File: src/rtl/bridgePkg.sv
package bridgePkg;
  localparam int STAT_W = 5;
  localparam int WORD_W = 21;
  localparam int IMG_W  = STAT_W + WORD_W;
  localparam int DATA_W = 12;
  localparam int PG_W   = 7;

  // positions inside the 21-bit control word
  localparam int W_APP  = 0;
  localparam int W_PAGE = 1;
  localparam int W_WDEN = W_PAGE + PG_W;
  localparam int W_TIME = W_WDEN + 1;

  localparam logic [2:0] SEL_CAUSE = 3'b000;
  localparam logic [2:0] SEL_TIME  = 3'b010;
  localparam logic [2:0] SEL_WDEN  = 3'b011;
  localparam logic [2:0] SEL_PAGE  = 3'b100;
  localparam logic [2:0] SEL_APP   = 3'b101;

  typedef enum logic [2:0] {
    ST_IDLE, ST_CAP, ST_SOUT, ST_FIN, ST_SIN, ST_UPD, ST_NOP
  } stateT;

  typedef struct packed {
    logic latchCmd;
    logic capture;
    logic shiftOut;
    logic shiftIn;
    logic finish;
    logic update;
    logic clearRd;
    logic opWrite;
  } ctrlStrobeT;
endpackage

File: src/rtl/cfg_param_bridge_ctrl.sv
module cfg_param_bridge_ctrl
  import bridgePkg::*;
#(
  parameter int IMG_BITS  = IMG_W,
  parameter int WORD_BITS = WORD_W
) (
  input  logic       clk,
  input  logic       rst,
  input  logic       readStb,
  input  logic       writeStb,
  input  logic [2:0] paramSel,
  input  logic       isApp,
  output logic       busy,
  output ctrlStrobeT strb
);
  localparam int CNT_W = $clog2(IMG_BITS);

  stateT            state;
  logic [CNT_W-1:0] cnt;
  logic             opWrite;
  logic             rdOk;
  logic             wrOk;

  always_comb begin
    rdOk = (paramSel == SEL_CAUSE) || (paramSel == SEL_TIME) || (paramSel == SEL_WDEN) ||
           (paramSel == SEL_PAGE)  || (paramSel == SEL_APP);
    wrOk = (paramSel == SEL_TIME) || (paramSel == SEL_WDEN) || (paramSel == SEL_PAGE);
  end

  always_ff @(posedge clk or posedge rst) begin
    if (rst) begin
      state   <= ST_IDLE;
      cnt     <= '0;
      opWrite <= 1'b0;
    end else begin
      case (state)
        ST_IDLE: begin
          cnt <= '0;
          if (readStb) begin
            opWrite <= 1'b0;
            state   <= rdOk ? ST_CAP : ST_NOP;
          end else if (writeStb && !isApp) begin
            opWrite <= 1'b1;
            state   <= wrOk ? ST_CAP : ST_NOP;
          end
        end
        ST_CAP:  state <= ST_SOUT;
        ST_SOUT: begin
          if (cnt == CNT_W'(IMG_BITS - 1)) begin
            cnt   <= '0;
            state <= ST_FIN;
          end else begin
            cnt <= cnt + 1'b1;
          end
        end
        ST_FIN:  state <= opWrite ? ST_SIN : ST_IDLE;
        ST_SIN: begin
          if (cnt == CNT_W'(WORD_BITS - 1)) begin
            cnt   <= '0;
            state <= ST_UPD;
          end else begin
            cnt <= cnt + 1'b1;
          end
        end
        default: state <= ST_IDLE;
      endcase
    end
  end

  always_comb begin
    busy          = (state != ST_IDLE);
    strb.latchCmd = (state == ST_IDLE) && (readStb || (writeStb && !isApp));
    strb.capture  = (state == ST_CAP);
    strb.shiftOut = (state == ST_SOUT);
    strb.shiftIn  = (state == ST_SIN);
    strb.finish   = (state == ST_FIN);
    strb.update   = (state == ST_UPD);
    strb.clearRd  = (state == ST_NOP) && !opWrite;
    strb.opWrite  = opWrite;
  end
endmodule

File: src/rtl/cfg_param_bridge_dp.sv
module cfg_param_bridge_dp
  import bridgePkg::*;
#(
  parameter int PAGE_W = 3
) (
  input  logic              clk,
  input  logic              rst,
  input  ctrlStrobeT        strb,
  input  logic [2:0]        paramSel,
  input  logic [DATA_W-1:0] writeData,
  input  logic              regDout,
  output logic              regDin,
  output logic [DATA_W-1:0] readData,
  output logic [PAGE_W-1:0] pageOut
);
  localparam int I_APP  = STAT_W + W_APP;
  localparam int I_PAGE = STAT_W + W_PAGE;
  localparam int I_WDEN = STAT_W + W_WDEN;
  localparam int I_TIME = STAT_W + W_TIME;

  logic [2:0]        selQ;
  logic [DATA_W-1:0] dataQ;
  logic [IMG_W-1:0]  acc;
  logic [WORD_W-1:0] wordOut;
  logic [WORD_W-1:0] modWord;
  logic [DATA_W-1:0] fieldVal;

  always_comb begin
    modWord = acc[IMG_W-1:STAT_W];
    case (selQ)
      SEL_TIME: modWord[W_TIME +: DATA_W] = dataQ;
      SEL_WDEN: modWord[W_WDEN]           = dataQ[0];
      SEL_PAGE: modWord[W_PAGE +: PAGE_W] = dataQ[PAGE_W-1:0];
      default:  ;
    endcase
    modWord[W_APP] = 1'b1;
  end

  always_comb begin
    case (selQ)
      SEL_CAUSE: fieldVal = DATA_W'(acc[STAT_W-1:0]);
      SEL_TIME:  fieldVal = acc[I_TIME +: DATA_W];
      SEL_WDEN:  fieldVal = DATA_W'(acc[I_WDEN]);
      SEL_PAGE:  fieldVal = DATA_W'(acc[I_PAGE +: PAGE_W]);
      SEL_APP:   fieldVal = DATA_W'(acc[I_APP]);
      default:   fieldVal = '0;
    endcase
  end

  assign regDin = strb.shiftIn ? wordOut[0] : regDout;

  always_ff @(posedge clk or posedge rst) begin
    if (rst) begin
      selQ     <= '0;
      dataQ    <= '0;
      acc      <= '0;
      wordOut  <= '0;
      readData <= '0;
      pageOut  <= '0;
    end else begin
      if (strb.latchCmd) begin
        selQ  <= paramSel;
        dataQ <= writeData;
      end
      if (strb.shiftOut) acc <= {regDout, acc[IMG_W-1:1]};
      if (strb.finish) begin
        if (strb.opWrite) wordOut  <= modWord;
        else              readData <= fieldVal;
      end
      if (strb.shiftIn) wordOut <= {1'b0, wordOut[WORD_W-1:1]};
      if (strb.update && selQ == SEL_PAGE) pageOut <= dataQ[PAGE_W-1:0];
      if (strb.clearRd) readData <= '0;
    end
  end
endmodule

File: src/rtl/cfg_param_bridge.sv
module cfg_param_bridge
  import bridgePkg::*;
#(
  parameter int PAGE_W = 3
) (
  input  logic              clk,
  input  logic              rst,
  input  logic              readStb,
  input  logic              writeStb,
  input  logic [2:0]        paramSel,
  input  logic [DATA_W-1:0] writeData,
  input  logic              reconfigReq,
  input  logic              wdKickIn,
  input  logic              isApp,
  input  logic              regDout,
  output logic              busy,
  output logic [DATA_W-1:0] readData,
  output logic [PAGE_W-1:0] pageOut,
  output logic              reconfigOut,
  output logic              wdKickOut,
  output logic              regCapture,
  output logic              regShift,
  output logic              regUpdate,
  output logic              regDin
);
  ctrlStrobeT strb;

  cfg_param_bridge_ctrl #(.IMG_BITS(IMG_W), .WORD_BITS(WORD_W)) u_ctrl (
    .clk(clk), .rst(rst), .readStb(readStb), .writeStb(writeStb),
    .paramSel(paramSel), .isApp(isApp), .busy(busy), .strb(strb)
  );

  cfg_param_bridge_dp #(.PAGE_W(PAGE_W)) u_dp (
    .clk(clk), .rst(rst), .strb(strb), .paramSel(paramSel),
    .writeData(writeData), .regDout(regDout), .regDin(regDin),
    .readData(readData), .pageOut(pageOut)
  );

  assign regCapture = strb.capture;
  assign regShift   = strb.shiftOut | strb.shiftIn;
  assign regUpdate  = strb.update;
  assign wdKickOut  = wdKickIn;

  always_ff @(posedge clk or posedge rst) begin
    if (rst) reconfigOut <= 1'b0;
    else     reconfigOut <= reconfigReq && !busy;
  end
endmodule

File: config.mk
export PLATFORM = sky130hd
export DESIGN_NAME = cfg_param_bridge
export DESIGN_NICKNAME = d
export VERILOG_FILES = /design/src/rtl/bridgePkg.sv /design/src/rtl/cfg_param_bridge_ctrl.sv /design/src/rtl/cfg_param_bridge_dp.sv /design/src/rtl/cfg_param_bridge.sv
export SDC_FILE = /design/constraint.sdc
export NUM_CORES = 1
export LEC_CHECK = 0
export ABC_AREA = 1
export CORE_MARGIN = 2
export CORE_UTILIZATION = 55
export DETAILED_ROUTE_END_ITERATION = 10
export GPL_ROUTABILITY_DRIVEN = 0
export PLACE_DENSITY = 0.79
export SYNTH_ARGS = -nofsm -noshare
export SYNTH_HDL_FRONTEND = slang
export SYNTH_SLANG_ARGS = --single-unit
File: constraint.sdc
create_clock -name clk -period 4.19 [get_ports clk]
set_clock_uncertainty 0.2 [all_clocks]
set_input_delay 0.838 -clock clk [delete_from_list [all_inputs] [get_ports clk]]
set_output_delay 0.838 -clock clk [all_outputs]
set_load 0.01 [all_outputs]
==> flow_summary_export.csv, run 1 <==
group,metric,value,unit
global_routing,grt_max_degree,47,
setup_path,cp_data_arrival_time,2290,ps
setup_path,crit_slowest_cell,"clkdlybuf4s50_1",
route,drc_errors,0,
final_layout,mostFrequentLayoutCell,"nand2_1",
final_layout,post_route_cells_drive_above_1_share,0.0709,
logic_synthesis,synth.net_count,551,
timing,worst_pin_slew,816,ps
setup_path,path_cells,"inv_1 > nand3_2 > nand2_1 > clkdlybuf4s50_1",
timing,max-slew-margin-rel,0.456,
job,maxCapViolCount,0,
pwr,cellLeakagePower,2.43,nW
status,status,"completed",
route,routedWlPerCell,13.8,um
placement,portBuffers,42,
setup_path,critPathBufInv,2,
clock_tree,cts_setup_buffers,0,
hold_path,whs_path_depth,2,
placement,dp_cells,647,
placement,hpwl,6500,um
setup_path,crit_type,"reg -> out",
clock_tree,clock_path_buffers,2,
timing,hold_viol,0,
die,initial_core_util,0.569,
setup_path,critPathCaptureType,"output port",
pwr,power_density,659,nW/um^2
timing,rsz0062_at_grt,"false",
setup_path,start_kind,"flip-flop",
hold_path,hp-start,"u_dp.dataQ[8]$_DFFE_PP0P_",
route,num_vias,3519,
setup_path,worst_r2r_startpoint,"u_ctrl.state[1]$_DFFE_PP0P_",
timing,finalSetupTns,0,ps
clock_tree,cts_tree,"yes",
clock_tree,cts_hold_buf,0,
clock_tree,clk_pin_slew_worst_paths,90,ps
die,io_pins,45,
die,dieWidth,90.6,um
timing,fin_crit_sh,0.793,
final_layout,nets,585,
final_layout,area_growth,17.4,%
clock_tree,cts_made_buffers,9,
global_routing,antenna_found_initial,0,
setup_path,cp.required,3150,ps
final_layout,final_cells,663,
logic_synthesis,synth-seq-cells,87,
logic_synthesis,yosys.cell_types.count,25,
timing,slew_violations,0,
timing,min_period,3320,ps
route,antenna_left,0,
route,drtPass1Iterations,5,
die,dieArea,8210,sq um
setup_path,max_stage_delay,570,ps
clock_tree,clock_sink_count,87,
setup_path,worst-path-max-fanout,35,
logic_synthesis,synth_cells,525,
global_routing,grt.overflow.total,0,
final_layout,final_cell_mix,"201 x nand2_1, 87 x dfrtp_1, 49 x o21ai_0, 42 x clkdlybuf4s50_1, 41 x nand3_1",
pwr,irDropWorstVdd,0.000496,V
clock_tree,clk_latency,350,ps
logic_synthesis,syn-cell-area,4130,sq um
timing,setup_viol,0,
final_layout,antenna_cells,0,
route,via_per_inst,5.31,
logic_synthesis,synth.avg_cell_area,7.86,sq um
setup_path,reg2regPathDepth,6,
hold_path,hp-class,"reg -> reg",
clock_tree,clockRootBuffer,"clkbuf_8",
route,drt_iter0_drc,237,
die,rows,31,
logic_synthesis,synth_warnings,0,
setup_path,r2r_end,"u_dp.selQ[2]$_DFFE_PP0P_",
route,routed_wl,9150,um
global_routing,grtUsageTotal,0.244,
timing,fmax,301,MHz
global_routing,grt_first_pass_wirelength,16100,um
clock_tree,cts-resized-gates,0,
die,coreArea,7250,sq um
setup_path,rrSetupSlack,2080,ps
setup_path,crit_family,"simple AND/OR/NAND/NOR gates",
clock_tree,cts_max_level,3,
die,die_y,90.6,um
logic_synthesis,yosysSeqAreaShare,0.528,
global_routing,grt_pass1_vias,3464,
timing,finalHoldWorstSlack,280,ps
hold_path,hold-path-endpoint,"u_dp.dataQ[8]$_DFFE_PP0P_",
## power by group
part	leakage [nW]	switching [W]	internal (W)
clock	0.134	0.000298	0.000474
combinational	1.15	0.000737	0.000375
sequential	1.15	0.000206	0.00110
total	2.43	0.00124	0.00195
## state kept, by name, summed over array words and instances, names as in the netlist
register        count
u_dp.acc           26
u_dp.wordOut       21
u_dp.dataQ         12
u_dp.readData      12
u_ctrl.cnt          5
u_ctrl.state        3
u_dp.pageOut        3
u_dp.selQ           3
reconfigOut         1
u_ctrl.opWrite      1
## worst max path at each step
stage | depth (start not counted) | slack (ps) | end | start
2_1_floorplan | 1 | 900 | reconfigOut$_DFF_PP0_ | rst
3_3_place_gp | 4 | 1070 | regDin | regDout
3_5_place_dp | 4 | 1090 | regDin | regDout
4_1_cts | 4 | 850 | regShift | u_ctrl.state[0]$_DFFE_PP0P_
5_1_grt | 4 | 640 | regShift | u_ctrl.state[0]$_DFFE_PP0P_
6_report | 4 | 870 | regShift | u_ctrl.state[0]$_DFFE_PP0P_
## cell usage after synthesis
library cell / count / area share
a21oi_1: 6 / 0.0073
a31oi_1: 2 / 0.0030
buf_1: 1 / 0.00091
buf_2: 13 / 0.016
buf_4: 7 / 0.013
clkbuf_1: 2 / 0.0018
dfrtp_1: 87 / 0.53
ha_1: 3 / 0.0091
inv_1: 40 / 0.036
inv_2: 6 / 0.0055
nand2_1: 201 / 0.18
nand2_2: 4 / 0.0061
nand2_4: 1 / 0.0027
nand3_1: 41 / 0.050
nand3_2: 2 / 0.0049
nand4_1: 7 / 0.011
nor2_1: 30 / 0.027
nor2_2: 3 / 0.0045
nor2_4: 1 / 0.0027
nor3_4: 1 / 0.0039
o211ai_1: 3 / 0.0055
o21ai_0: 49 / 0.059
o21ai_1: 12 / 0.015
or2_2: 2 / 0.0030
xor2_1: 1 / 0.0021
## worst min-delay path: cells and delay by family, from the launching register on
kind / cells / cell delay, ps
AND/OR/NAND/NOR: 2 / 100
flip-flops: 1 / 350
## kinds of logic after synthesis
logic type,after synthesis,synth area share
compound gates,72,0.0898
fa+ha+maj,3,0.00910
xor+xnor,1,0.00212
simple gates,293,0.298
flops,87,0.528
buf+inv,69,0.0731
## layout make-up
cell class,count,area (sq um)
clock buffer,11,141
clock inverter,5,129
fill,621,2410
inverter,46,174
multi-input combinational,369,1650
sequential,87,2180
tap,99,124
timing repair buffer,46,450
## layer usage
metal / track usage / wire (um)
met2: 0.409 / 4450
met1: 0.325 / 4070
met3: 0.0334 / 449
met4: 0.0936 / 180
met5: 0 / 0
## stage by stage
step	cell area [sq um]	utilization	power [W]	setup WS, ps
2_1_floorplan	4130	-	0.00212	902
3_3_place_gp	4570	0.630	0.00237	1070
3_5_place_dp	4570	0.630	0.00243	1090
4_1_cts	4840	0.668	0.00320	854
5_1_grt	4840	0.668	0.00345	645
6_report	4840	0.668	0.00319	866
Power figures use the tool's default switching activity.
==> run 2, diff against run 1 <==
==> constraint.sdc (replaced) <==
create_clock -name clk -period 3.4 [get_ports clk]
set_clock_uncertainty 0.2 [all_clocks]
set_input_delay 0.68 -clock clk [delete_from_list [all_inputs] [get_ports clk]]
set_output_delay 0.68 -clock clk [all_outputs]
set_load 0.01 [all_outputs]
==> run 2 against run 1 <==
Net effect:
- global-route usage is 0.45 points higher
- setup slack got worse by 410 ps
- clock power increased by 14%
- die area unchanged
- power increased by 22%
- via count is 0.26% higher
- count of clock-buffer cells in the layout stayed put
- sequential share of layout area about the same
- critical path type unchanged
- highest routed layer unchanged
==> flow_summary_export.csv, run 2 (synthesis gave the netlist of run 1 again) <==
group,metric,value,unit
status,status,"completed",
die,initial_core_util,0.569,
clock_tree,cts_made_buffers,9,
timing,max-slew-margin-rel,0.520,
die,dieWidth,90.6,um
final_layout,post_route_cells_drive_above_1_share,0.0726,
final_layout,nets,586,
clock_tree,cts_setup_buffers,0,
die,io_pins,45,
timing,rsz0062_at_grt,"false",
final_layout,final_cell_mix,"201 x nand2_1, 87 x dfrtp_1, 49 x o21ai_0, 42 x clkdlybuf4s50_1, 41 x nand3_1",
timing,finalSetupTns,0,ps
timing,worst_pin_slew,719,ps
die,dieArea,8210,sq um
route,wl_met2,4460,um
setup_path,critPathBufInv,1,
placement,portBuffers,42,
pwr,power_density,804,nW/um^2
setup_path,cp_data_arrival_time,2070,ps
job,maxCapViolCount,0,
placement,hpwl,6570,um
setup_path,cp-startpoint,"u_ctrl.state[0]$_DFFE_PP0P_",
setup_path,reg2regPathDepth,6,
route,routed-wl-met3,421,um
global_routing,antenna_found_initial,0,
setup_path,cp-endpoint,"regDin",
setup_path,rrSetupSlack,1260,ps
route,drt_iter0_drc,239,
route,routed_wl,9400,um
clock_tree,cts_max_level,3,
die,coreArea,7250,sq um
setup_path,max_stage_delay,570,ps
global_routing,grt_pass1_vias,3380,
clock_tree,clk_pin_slew_worst_paths,80,ps
pwr,cellLeakagePower,2.42,nW
setup_path,cp.required,2520,ps
timing,min_period,2950,ps
final_layout,largest-register,"u_dp.acc",
route,wl_met1,4250,um
final_layout,largest_reg_flops,26,
hold_path,hp-class,"reg -> reg",
global_routing,grtUsageTotal,0.249,
setup_path,r2r_end,"u_dp.dataQ[0]$_DFFE_PP0P_",
clock_tree,clockRootBuffer,"clkbuf_8",
die,die_y,90.6,um
timing,setup_viol,0,
final_layout,utilization,0.667,
setup_path,crit_type,"reg -> out",
final_layout,top_regs,"u_dp.acc: 26 flops, u_dp.wordOut: 21 flops",
setup_path,worst_r2r_startpoint,"u_ctrl.state[0]$_DFFE_PP0P_",
global_routing,grt_first_pass_wirelength,16300,um
timing,slew_violations,0,
clock_tree,clock_path_buffers,2,
timing,fmax,339,MHz
clock_tree,clk_latency,370,ps
timing,hold_viol,0,
final_layout,nFillCells,618,
pwr,irDropWorstVdd,0.000525,V
route,maxUsedRoutingLayer,"met4",
route,via_per_inst,5.31,
final_layout,area_growth,17.3,%
timing,fin_crit_sh,0.866,
setup_path,crit_slowest_cell,"clkdlybuf4s50_1",
clock_tree,cts_tree,"yes",
clock_tree,clock_sink_count,87,
setup_path,crit_family,"buffers and inverters",
setup_path,start_kind,"flip-flop",
global_routing,grt_max_degree,41,
die,rows,31,
route,routedWlPerCell,14.2,um
route,antenna_left,0,
final_layout,antenna_cells,0,
clock_tree,cts_hold_buf,0,
global_routing,grt.overflow.total,0,
final_layout,mostFrequentLayoutCell,"nand2_1",
route,num_vias,3528,
route,drc_errors,0,
setup_path,path_cells,"nor2_2 > nand2_4 > o21ai_0 > clkdlybuf4s50_1",
setup_path,worst-path-max-fanout,26,
setup_path,cp.depth,4,
route,drtPass1Iterations,5,
setup_path,critPathCaptureType,"output port",
clock_tree,cts-resized-gates,0,
run 2: metrics by stage:
stage	total power (W)	area (sq um)	cells	worst slack (ps)	hold slack [ps]
finish	0.00389	4840	664	454	277
global route	0.00418	4840	664	329	297
CTS	0.00389	4840	664	426	279
detailed placement	0.00300	4590	648	594	259
global placement	0.00294	4590	648	600	254
floorplan	0.00261	4130	525	270	237
run 2: final cells by class:
class / count / area (sq um) / share of cell area
Sequential cell: 87 / 2180 / 0.450
Multi-Input combinational cell: 369 / 1650 / 0.340
Timing Repair Buffer: 47 / 470 / 0.0972
Inverter: 46 / 174 / 0.0359
Clock buffer: 11 / 141 / 0.0292
Tap cell: 99 / 124 / 0.0256
Clock inverter: 5 / 105 / 0.0217
run 2: metal layers:
metal,up-vias,global-route usage
li1,1732,-
met2,103,0.386
met1,1670,0.348
met5,-,0
met4,0,0.124
met3,23,0.0301
run 2: worst min-delay path by stage:
stage / startpoint / endpoint / slack, ps / depth (start not counted)
final: u_dp.dataQ[9]$_DFFE_PP0P_ / u_dp.dataQ[9]$_DFFE_PP0P_ / 280 / 2
after global routing: u_dp.dataQ[10]$_DFFE_PP0P_ / u_dp.dataQ[10]$_DFFE_PP0P_ / 300 / 2
after CTS: u_dp.dataQ[11]$_DFFE_PP0P_ / u_dp.dataQ[11]$_DFFE_PP0P_ / 280 / 2
after detailed placement: u_dp.dataQ[11]$_DFFE_PP0P_ / u_dp.dataQ[11]$_DFFE_PP0P_ / 260 / 2
after global placement: u_dp.dataQ[9]$_DFFE_PP0P_ / u_dp.dataQ[9]$_DFFE_PP0P_ / 250 / 2
after floorplan: u_dp.dataQ[11]$_DFFE_PP0P_ / u_dp.dataQ[11]$_DFFE_PP0P_ / 240 / 2
run 2: worst reg2reg max path, stage by stage (launching register included):
cell and delay (ps):
dfrtp_1 460, nor2_2 240, nand2_2 150, inv_2 210, nand2_1 440, nor2_1 250
a21oi_1 70
run 2: report_power, final:
group	leakage, nW	switching [W]	internal (W)
clock	0.116	0.000373	0.000508
combinational	1.15	0.000925	0.000471
sequential	1.15	0.000256	0.00136
total	2.42	0.00155	0.00234
==> run 3, diff against run 2 <==
--- a/config.mk
+++ b/config.mk
@@ -7,10 +7,10 @@
 export LEC_CHECK = 0
 export ABC_AREA = 1
 export CORE_MARGIN = 2
-export CORE_UTILIZATION = 55
+export CORE_UTILIZATION = 41
 export DETAILED_ROUTE_END_ITERATION = 10
 export GPL_ROUTABILITY_DRIVEN = 0
-export PLACE_DENSITY = 0.79
+export PLACE_DENSITY = 0.64
 export SYNTH_ARGS = -nofsm -noshare
 export SYNTH_HDL_FRONTEND = slang
 export SYNTH_SLANG_ARGS = --single-unit
==> constraint.sdc (replaced) <==
create_clock -name clk -period 2.7 [get_ports clk]
set_clock_uncertainty 0.2 [all_clocks]
set_input_delay 0.54 -clock clk [delete_from_list [all_inputs] [get_ports clk]]
set_output_delay 0.54 -clock clk [all_outputs]
set_load 0.01 [all_outputs]
==> run 3 against run 2 <==
Net effect:
- clock power grew 16%
- non-clock buffer count grew 2
- combinational power grew 26%
- critical path type unchanged
- critical endpoint is now regUpdate
- via count shrank 2.8%
- highest routed layer unchanged
==> flow_summary_export.csv, run 3 (synthesis gave the netlist of run 1 again) <==
group,metric,value,unit
status,status,"completed",
placement,portBuffers,42,
job,maxCapViolCount,0,
final_layout,largest_reg_flops,26,
route,drtPass1Iterations,5,
hold_path,hp-class,"reg -> reg",
setup_path,cp_data_arrival_time,1810,ps
clock_tree,cts-resized-gates,0,
clock_tree,clk_pin_slew_worst_paths,90,ps
clock_tree,clk_latency,360,ps
die,rows,36,
pwr,cellLeakagePower,2.42,nW
final_layout,multi_input_area,1650,sq um
pwr,power_density,985,nW/um^2
timing,slew_violations,0,
die,initial_core_util,0.422,
setup_path,cp.required,1960,ps
timing,hold_viol,0,
timing,max-slew-margin-rel,0.563,
setup_path,crit_type,"reg -> out",
clock_tree,cts_max_level,3,
die,dieArea,10900,sq um
global_routing,grt.overflow.total,0,
route,routedWlPerCell,13.5,um
timing,setup_viol,0,
setup_path,path_cells,"inv_2 > nor2_1 > clkdlybuf4s50_1",
die,io_pins,45,
clock_tree,cts_hold_buf,0,
timing,finalSetupTns,0,ps
final_layout,utilization,0.500,
setup_path,worst-path-max-fanout,5,
timing,fin_crit_sh,0.945,
global_routing,antenna_found_initial,0,
setup_path,max_stage_delay,600,ps
clock_tree,cts_tree,"yes",
final_layout,final-seq-area,2180,sq um
route,via_per_inst,4.90,
route,routed_wl,9470,um
final_layout,nets,588,
clock_tree,clockRootBuffer,"clkbuf_8",
final_layout,largest-register,"u_dp.acc",
setup_path,critPathCaptureType,"output port",
global_routing,grt_max_degree,35,
clock_tree,cts_setup_buffers,0,
timing,rsz0062_at_grt,"false",
clock_tree,clock_path_buffers,2,
timing,min_period,2550,ps
setup_path,start_kind,"flip-flop",
clock_tree,clock_sink_count,87,
die,coreArea,9770,sq um
final_layout,area_growth,18.5,%
pwr,p_total,0.00482,W
setup_path,crit_slowest_cell,"clkdlybuf4s50_1",
global_routing,grt_first_pass_wirelength,16000,um
global_routing,grt_pass1_vias,3291,
global_routing,grtUsageTotal,0.183,
final_layout,mostFrequentLayoutCell,"nand2_1",
clock_tree,cts_made_buffers,9,
die,dieWidth,104,um
final_layout,post_route_cells_drive_above_1_share,0.0776,
route,num_vias,3430,
final_layout,antenna_cells,0,
die,die_y,104,um
timing,fmax,392,MHz
placement,hpwl,6810,um
route,drt_iter0_drc,173,
final_layout,top_regs,"u_dp.acc: 26 flops, u_dp.wordOut: 21 flops",
final_layout,nFillCells,991,
route,antenna_left,0,
timing,worst_pin_slew,654,ps
route,drc_errors,0,
pwr,irDropWorstVdd,0.000633,V
final_layout,final_cell_mix,"201 x nand2_1, 87 x dfrtp_1, 49 x o21ai_0, 42 x clkdlybuf4s50_1, 41 x nand3_1",
run 3: worst max-delay path: cells and delay by family, from the launching register on:
kind | cells | cell delay (ps)
buf+inv | 2 | 710
simple gates | 1 | 260
flops | 1 | 490
run 3: where the power goes:
| part | switching, W | internal [W] | total, W |
|---|---|---|---|
| combinational | 0.00117 | 0.000605 | 0.00177 |
| clock | 0.000490 | 0.000531 | 0.00102 |
| sequential | 0.000316 | 0.00171 | 0.00202 |
run 3: worst paths after layout:
check | start | end | slack [ps] | depth (start not counted)
min | u_dp.dataQ[8]$_DFFE_PP0P_ | u_dp.dataQ[8]$_DFFE_PP0P_ | 280 | 2
max in group asynchronous | rst | u_dp.dataQ[7]$_DFFE_PP0P_ | 1340 | 3
max | u_ctrl.state[2]$_DFFE_PP0P_ | regUpdate | 150 | 3
max reg2reg | u_ctrl.state[1]$_DFFE_PP0P_ | u_ctrl.state[2]$_DFFE_PP0P_ | 570 | 8
min in group asynchronous | rst | u_dp.wordOut[12]$_DFFE_PP0P_ | 390 | 2
min reg2reg | u_dp.dataQ[8]$_DFFE_PP0P_ | u_dp.dataQ[8]$_DFFE_PP0P_ | 280 | 2
run 3: layout make-up:
type | count | area share
Multi-Input combinational cell | 369 | 0.337
Timing Repair Buffer | 49 | 0.102
Clock inverter | 7 | 0.0207
Clock buffer | 9 | 0.0253
Inverter | 46 | 0.0361
Sequential cell | 87 | 0.445
Tap cell | 133 | 0.0340
run 3: routing by layer:
metal / global-route usage / share of wire
met1: 0.251 / 0.48
met2: 0.289 / 0.46
met3: 0.0320 / 0.042
met4: 0.0705 / 0.018
met5: 0 / 0
run 3: through the flow:
stage	area, sq um	hold slack, ps	instances	setup slack [ps]
final	4890	277	700	149
after global routing	4890	292	700	17.1
after CTS	4890	279	700	115
after detailed placement	4670	259	684	271
after global placement	4670	251	684	277
after floorplan	4130	237	525	821
